[src/rtl/i2c_scl_gen.sv]
module i2c_scl_gen #(
  parameter int W = 16
) (
  input  logic         clk,
  input  logic         rst_n,
  input  logic         active,
  input  logic         wr_en,
  input  logic [1:0]   wr_addr,
  input  logic [W-1:0] wr_data,
  output logic         scl,
  output logic         mod_tick,
  output logic         scl_rise,
  output logic         scl_fall
);
  localparam int CW = W + 1;

  logic [W-1:0]  presc_q, low_q, high_q, pc_q;
  logic [CW-1:0] ph_q, lim;
  logic          run_q, scl_q, rise_q, fall_q;
  logic [3:0]    dly;
  logic          en, last;

  assign en       = run_q & active;
  assign mod_tick = en && (pc_q == presc_q);
  assign dly      = (presc_q == '0) ? 4'd7 : (presc_q == W'(1)) ? 4'd6 : 4'd5;
  assign lim      = {1'b0, (scl_q ? high_q : low_q)} + CW'(dly);
  assign last     = mod_tick && (ph_q == lim - CW'(1));

  always_ff @(posedge clk) begin
    if (!rst_n) begin
      presc_q <= '0;
      low_q   <= '0;
      high_q  <= '0;
      run_q   <= 1'b0;
    end else if (wr_en) begin
      if (wr_addr == 2'd3) run_q <= wr_data[0];
      else if (!run_q) begin
        case (wr_addr)
          2'd0:    presc_q <= wr_data;
          2'd1:    low_q   <= wr_data;
          default: high_q  <= wr_data;
        endcase
      end
    end
  end

  always_ff @(posedge clk) begin
    if (!rst_n) begin
      pc_q   <= '0;
      ph_q   <= '0;
      scl_q  <= 1'b1;
      rise_q <= 1'b0;
      fall_q <= 1'b0;
    end else if (!en) begin
      pc_q   <= '0;
      ph_q   <= '0;
      scl_q  <= 1'b1;
      rise_q <= ~scl_q;
      fall_q <= 1'b0;
    end else begin
      pc_q   <= mod_tick ? '0 : pc_q + W'(1);
      rise_q <= last & ~scl_q;
      fall_q <= last & scl_q;
      if (last) begin
        ph_q  <= '0;
        scl_q <= ~scl_q;
      end else if (mod_tick) begin
        ph_q  <= ph_q + CW'(1);
      end
    end
  end

  assign scl      = scl_q;
  assign scl_rise = rise_q;
  assign scl_fall = fall_q;
endmodule


[config.mk]
export PLATFORM = sky130hd
export DESIGN_NAME = i2c_scl_gen
export DESIGN_NICKNAME = d
export VERILOG_FILES = /design/src/rtl/i2c_scl_gen.sv
export SDC_FILE = /design/constraint.sdc
export NUM_CORES = 1
export LEC_CHECK = 0
export BUFFER_PORTS_ARGS = -buffer_cell sky130_fd_sc_hd__buf_4
export CAP_MARGIN = 25
export CELL_PAD_IN_SITES_DETAIL_PLACEMENT = 1
export CELL_PAD_IN_SITES_GLOBAL_PLACEMENT = 1
export CORE_UTILIZATION = 47
export DETAILED_ROUTE_END_ITERATION = 10
export PLACE_DENSITY = 0.88
export SLEW_MARGIN = 5
export SYNTH_ARGS = -nofsm -noshare
export SYNTH_HDL_FRONTEND = slang
export SYNTH_SLANG_ARGS = --single-unit
[constraint.sdc]
create_clock -name clk -period 5 [get_ports clk]
set_clock_uncertainty 0.05 [all_clocks]
set_input_delay 0.25 -clock clk [delete_from_list [all_inputs] [get_ports clk]]
set_output_delay 0.25 -clock clk [all_outputs]
set_load 0.005 [all_outputs]
== Yosys cells after proc, flatten, opt, wreduce, memory -nomap -nowiden ==
Cells that the tools add are included.

* Add/subtract/negate cells: 4
* Equality and inequality tests: 5
* Mux-type cells: 4
* Bitwise logic cells: 9
* Reductions and logical operators: 12

{| class="wikitable"
|+ Operator list
! kind !! number
|-
| $add 16x3->17 || 1
|-
| $add 17x1->17 const B || 1
|-
| $eq 17x17->1 || 1
|-
| $sub 17x1->17 const B || 1
|-
| $add 16x1->16 const B || 1
|-
| $eq 16x1->1 const B || 1
|-
| $eq 16x16->1 || 1
|-
| $logic_not 16->1 || 1
|-
| $mux 16 || 1
|-
| $reduce_and 4->1 || 3
|-
| $not 1->1 || 6
|-
| $reduce_or 3->1 || 2
|-
| $mux 2 || 2
|-
| $reduce_and 2->1 || 2
|-
| $and 1x1->1 || 3
|-
| $eq 2x1->1 const B || 1
|-
| $eq 2x2->1 const B || 1
|-
| $logic_and 1x1->1 || 2
|-
| $logic_not 2->1 || 1
|-
| $reduce_or 2->1 || 1
|-
| $mux 1 || 1
|}

* Bits in registers: 85
* Bits of input ports: 22
* Output and inout bits: 4
* Logic and storage cells: 43

== Longest topological paths before layout ==
* Depth in word-level cells: 9
* Gate-level depth with buffers: 17
* Gate-level depth less buffers: 15

== Worst setup path before layout ==
OpenSTA, ideal clock, no wires.

* Path type: reg2reg
* From: register scl_q, in the netlist scl
* To: register ph_q[10]
* Data arrival time: 3,722 ps
* Required time: 4,809 ps
* Path slack: 1,088 ps
* Stages on the path, launching flop included: 17
* Buffers on the path: 4
* Period minus slack after synthesis: 3,912 ps
* Cells stage by stage: dfxtp_1 buf_6 buf_4 buf_2 mux2i_1 ha_1 inv_1 ha_1 inv_1 fa_1 a221oi_4 a21oi_1 o32ai_1 o22ai_1 nor4b_4 buf_6 nor3_2

* Cells in the longest elaborated chain, start to end: 6

{| class="wikitable"
|+ RTL lines
! what !! RTL line !! text
|-
| start, declared || 19 || <nowiki>logic run_q, scl_q, rise_q, fall_q;</nowiki>
|-
| start signal, assigned || 66 || <nowiki>scl_q <= ~scl_q;</nowiki>
|-
| $mux 16 || 26 || <nowiki>assign lim = {1'b0, (scl_q ? high_q : low_q)} + CW'(dly);</nowiki>
|-
| $add 16x3->17 || 26 ||
|-
| $sub 17x1->17 || 27 || <nowiki>assign last = mod_tick && (ph_q == lim - CW'(1));</nowiki>
|-
| $eq 17x17->1 || 27 ||
|-
| $logic_and 1x1->1 || 27 ||
|-
| $reduce_or 3->1 (no source line) || n/a ||
|-
| end signal, assigned || 68 || <nowiki>ph_q <= ph_q + CW'(1);</nowiki>
|-
| end, declared || 18 || <nowiki>logic [CW-1:0] ph_q, lim;</nowiki>
|}

Every way passes these cells.
A chain may end at the register's enable or synchronous reset.

== Worst setup path in the final report ==
* From: register presc_q[1]
* To: register scl_q, in the netlist scl

* Cells in the longest elaborated chain, start to end: 7
* Elaborated cells on any way between the ends: 10

{| class="wikitable"
|+ RTL lines
! what !! RTL line !! text
|-
| start, declared || 17 || <nowiki>logic [W-1:0] presc_q, low_q, high_q, pc_q;</nowiki>
|-
| start signal, assigned || 39 || <nowiki>2'd0: presc_q <= wr_data;</nowiki>
|-
| $eq 16x1->1 || 25 || <nowiki>assign dly = (presc_q == '0) ? 4'd7 : (presc_q == W'(1)) ? 4'd6 : 4'd5;</nowiki>
|-
| $mux 2 (2 in series) || 25 ||
|-
| $add 16x3->17 || 26 ||
|-
| $sub 17x1->17 || 27 ||
|-
| $eq 17x17->1 || 27 ||
|-
| $logic_and 1x1->1 * || 27 ||
|}

Mark *: on every way between the ends. The rest lies on a longest branch, timed or not.

==> results by group <==
Hold path
  • Worst hold path class: in -> reg
  • Hold path depth: 3

Flow run
  • Max-cap violations: 0

Drt
  • Avg WL per Cell: 18.55 um
  • DR iter-0 viols: 190
  • Antenna-violating nets left: 0
  • DR vias: 3990
  • Drc violations: 0
  • Drt via density: 5.741
  • TritonRoute pass-1 iters: 4
  • Detailed-route wire length: 12890 um

Setup path
  • Largest fanout on the critical path: 9
  • Data required, critical path: 5.24 ns
  • Critical Path Source: presc_q[1]$_SDFFE_PN0P_
  • R2r startpoint: presc_q[1]$_SDFFE_PN0P_
  • Critical Path End Type: register
  • Reg2reg setup slack: 1.00 ns
  • CP startpoint kind: register
  • Worst r2r dst: scl$_SDFFE_PN1P_
  • WP data arrival: 4.24 ns
  • R2R depth: 13
  • Setup CP Type: reg -> reg
  • CP Capture Point: scl$_SDFFE_PN1P_

Synthesis
  • Post-synth ARST share: 0
  • Post-Syn Instances: 546
  • Netlist cell types: 59
  • Number of synthesized flops with an enable pin: 0
  • Sequential fraction of the synthesis area: 0.3664
  • Most frequent cell after synthesis: nand2_1
  • Synthesized flop and latch total: 85
  • Syn Nets: 575
  • Yosys top cell by area: dfxtp_1
  • Post-synth top area share: 0.3664
  • Area of the mapped netlist: 4644 sq um
  • Yosys warns: 0
  • Top FF cell, synth: dfxtp_1
  • Synth area leaders: dfxtp_1 37%, nand2_1 9.3%, xnor2_1 9.1%
  • Synth top cells by count: 115 x nand2_1, 85 x dfxtp_1, 48 x a21boi_0, 48 x xnor2_1, 36 x nor2_1
  • Post-synthesis average cell area: 8.506 sq um

Timing
  • Fin. max-slew vios: 0
  • Sum of negative setup slack: 0 ns
  • Hold Violations, Final: 0
  • Slew HR: 0.3531
  • RSZ-0062 raised after global routing: no
  • Fmax: 250.1 MHz
  • Final setup vio count: 0
  • Period minus WS final: 3.998 ns
  • Fin Hold WS: 0.09868 ns
  • Period utilization: 0.7995
  • Worst-Margin Slew: 0.9676 ns

Placement
  • Dpl hpwl: 9826 um
  • Placed Instances: 679
  • GPL Wtd Cong: 0.8429
  • IO Port Bufs: 25

Global route
  • Largest net degree at the start of global routing: 52
  • Initial antenna violation count: 0
  • Total Routing Usage GR: 0.2725
  • Met1 usage: 0.3436
  • Global Route met3 Usage: 0.05314
  • Global-route wire length before repair: 21330 um
  • GR Layer Usage met2: 0.4500
  • Global route overflow: 0
  • Number of global-route vias before repair: 4216
  • GR peak layer: met2

Power and ir drop
  • PD cells: 259.7 nW/um^2
  • Leakage: 1.813 nW
  • Max VDD drop: 133.8 uV

Layout
  • Fraction of layout cells with a size suffix above 1: 0.1254
  • Antenna cells: 0
  • Register area: 1702 sq um
  • Final instance count without filler cells: 695
  • Fillers: 1151
  • Nets@finish: 590
  • Layout Area Growth over Synthesis: 9.725%
  • Multi-input logic area: 2780 sq um

Clocking
  • H-tree lvl count: 3
  • Post-CTS Setup Inserts: 0
  • Longest Clk Path Bufs: 2
  • CTS tree: yes
  • Clock-pin transition on the worst setup and hold timing paths: 0.10 ns
  • Number of hold buffers added after CTS: 0
  • Number of gates resized after cts: 0
  • CTS Sinks: 85
  • Worst-Skew Late Latency: 0.38 ns
  • CTS buffer count: 9
  • Clk root buf: clkbuf_8

Floorplan
  • Core area: 9415 sq um
  • # rows: 35
  • Area of the die: 10280 sq um
  • Die Height: 101.4 um
  • Die Wd: 101.4 um
  • Starting Density: 0.4933
  • Top-level I/O count: 26

Outcome
  • Status: finished clean
-- worst min path at each step --
stage	startpoint	to	slack [ns]
after detailed placement	low_q[15]$_SDFFE_PN0P_	low_q[15]$_SDFFE_PN0P_	0.41
final	wr_data[6]	presc_q[6]$_SDFFE_PN0P_	0.1
after global routing	wr_data[15]	low_q[15]$_SDFFE_PN0P_	0.11
after floorplan	wr_data[0]	high_q[0]$_SDFFE_PN0P_	0.34
after global placement	low_q[1]$_SDFFE_PN0P_	low_q[1]$_SDFFE_PN0P_	0.40
after CTS	wr_data[6]	presc_q[6]$_SDFFE_PN0P_	0.1
-- critical path, cell delays in order (launching register included) --
cell,delay [ns]
dfxtp_1,0.35
nor4_1,0.36
nand4_1,0.20
ha_1,0.34
inv_1,0.06
ha_1,0.17
inv_1,0.06
fa_1,0.46
a221oi_4,0.41
a21oi_1,0.18
o32ai_1,0.32
o22ai_1,0.18
nor4b_1,0.46
mux2i_1,0.30
-- where the power goes --
part	internal [mW]	switching, mW
clock network	0.187	0.282
registers	0.690	0.0128
logic	0.0647	0.0872
total	0.941	0.382
-- sequential cells by signal (all words and copies together) (netlist names) --
signal / cells
ph_q: 17
high_q: 16
low_q: 16
pc_q: 16
presc_q: 16
run_q: 1
scl: 1
scl_fall: 1
scl_rise: 1
-- routing by layer --
metal	part of all wire	routed length, um
met1	0.45	5845
met2	0.48	6137
met3	0.039	502
met4	0.031	405
met5	0	0
-- kinds of logic after synthesis --
group / count (synthesis) / synth area share
compound gates: 76 / 0.1344
xor+xnor: 65 / 0.1255
fa+ha+maj: 7 / 0.02047
buf+inv: 38 / 0.03502
flops: 85 / 0.3664
mux: 19 / 0.04229
simple gates: 256 / 0.2759
-- area by class of cell --
cell class,instances,share of cell area
Sequential cell,85,0.3339
Inverter,13,0.009575
Multi-Input combinational cell,423,0.5455
Clock buffer,9,0.02431
Tap cell,129,0.03167
Timing Repair Buffer,29,0.04272
Clock inverter,7,0.01228
-- layout by cell type (no fill, tap or decap), types with 6 or more instances in the layout --
| cell | n |
|---|---|
| dfxtp_1 | 85 |
| a21boi_0 | 48 |
| inv_1 | 13 |
| nor3_1 | 17 |
| buf_4 | 29 |
| nand3_1 | 19 |
| nor3_2 | 10 |
| nor2_1 | 36 |
| nor4_1 | 6 |
| xnor2_1 | 48 |
| ha_1 | 6 |
| xor2_1 | 16 |
| clkbuf_8 | 9 |
| mux2i_1 | 16 |
| nand4_1 | 18 |
| nand2_1 | 115 |
| and3_1 | 8 |
-- through the flow --
| step | instance area, sq um | utilization | power [mW] | worst slack (ns) |
|---|---|---|---|---|
| floorplan | 4644 | - | 0.8156 | 1.088 |
| CTS | 5096 | 0.5413 | 1.328 | 1.041 |
| global route | 5096 | 0.5413 | 1.373 | 0.7456 |
| finish | 5096 | 0.5413 | 1.323 | 1.002 |
| detailed placement | 4910 | 0.5215 | 0.8675 | 1.094 |
| global placement | 4910 | 0.5215 | 0.8585 | 1.256 |
No activity file was read; power rests on OpenSTA's default activity.
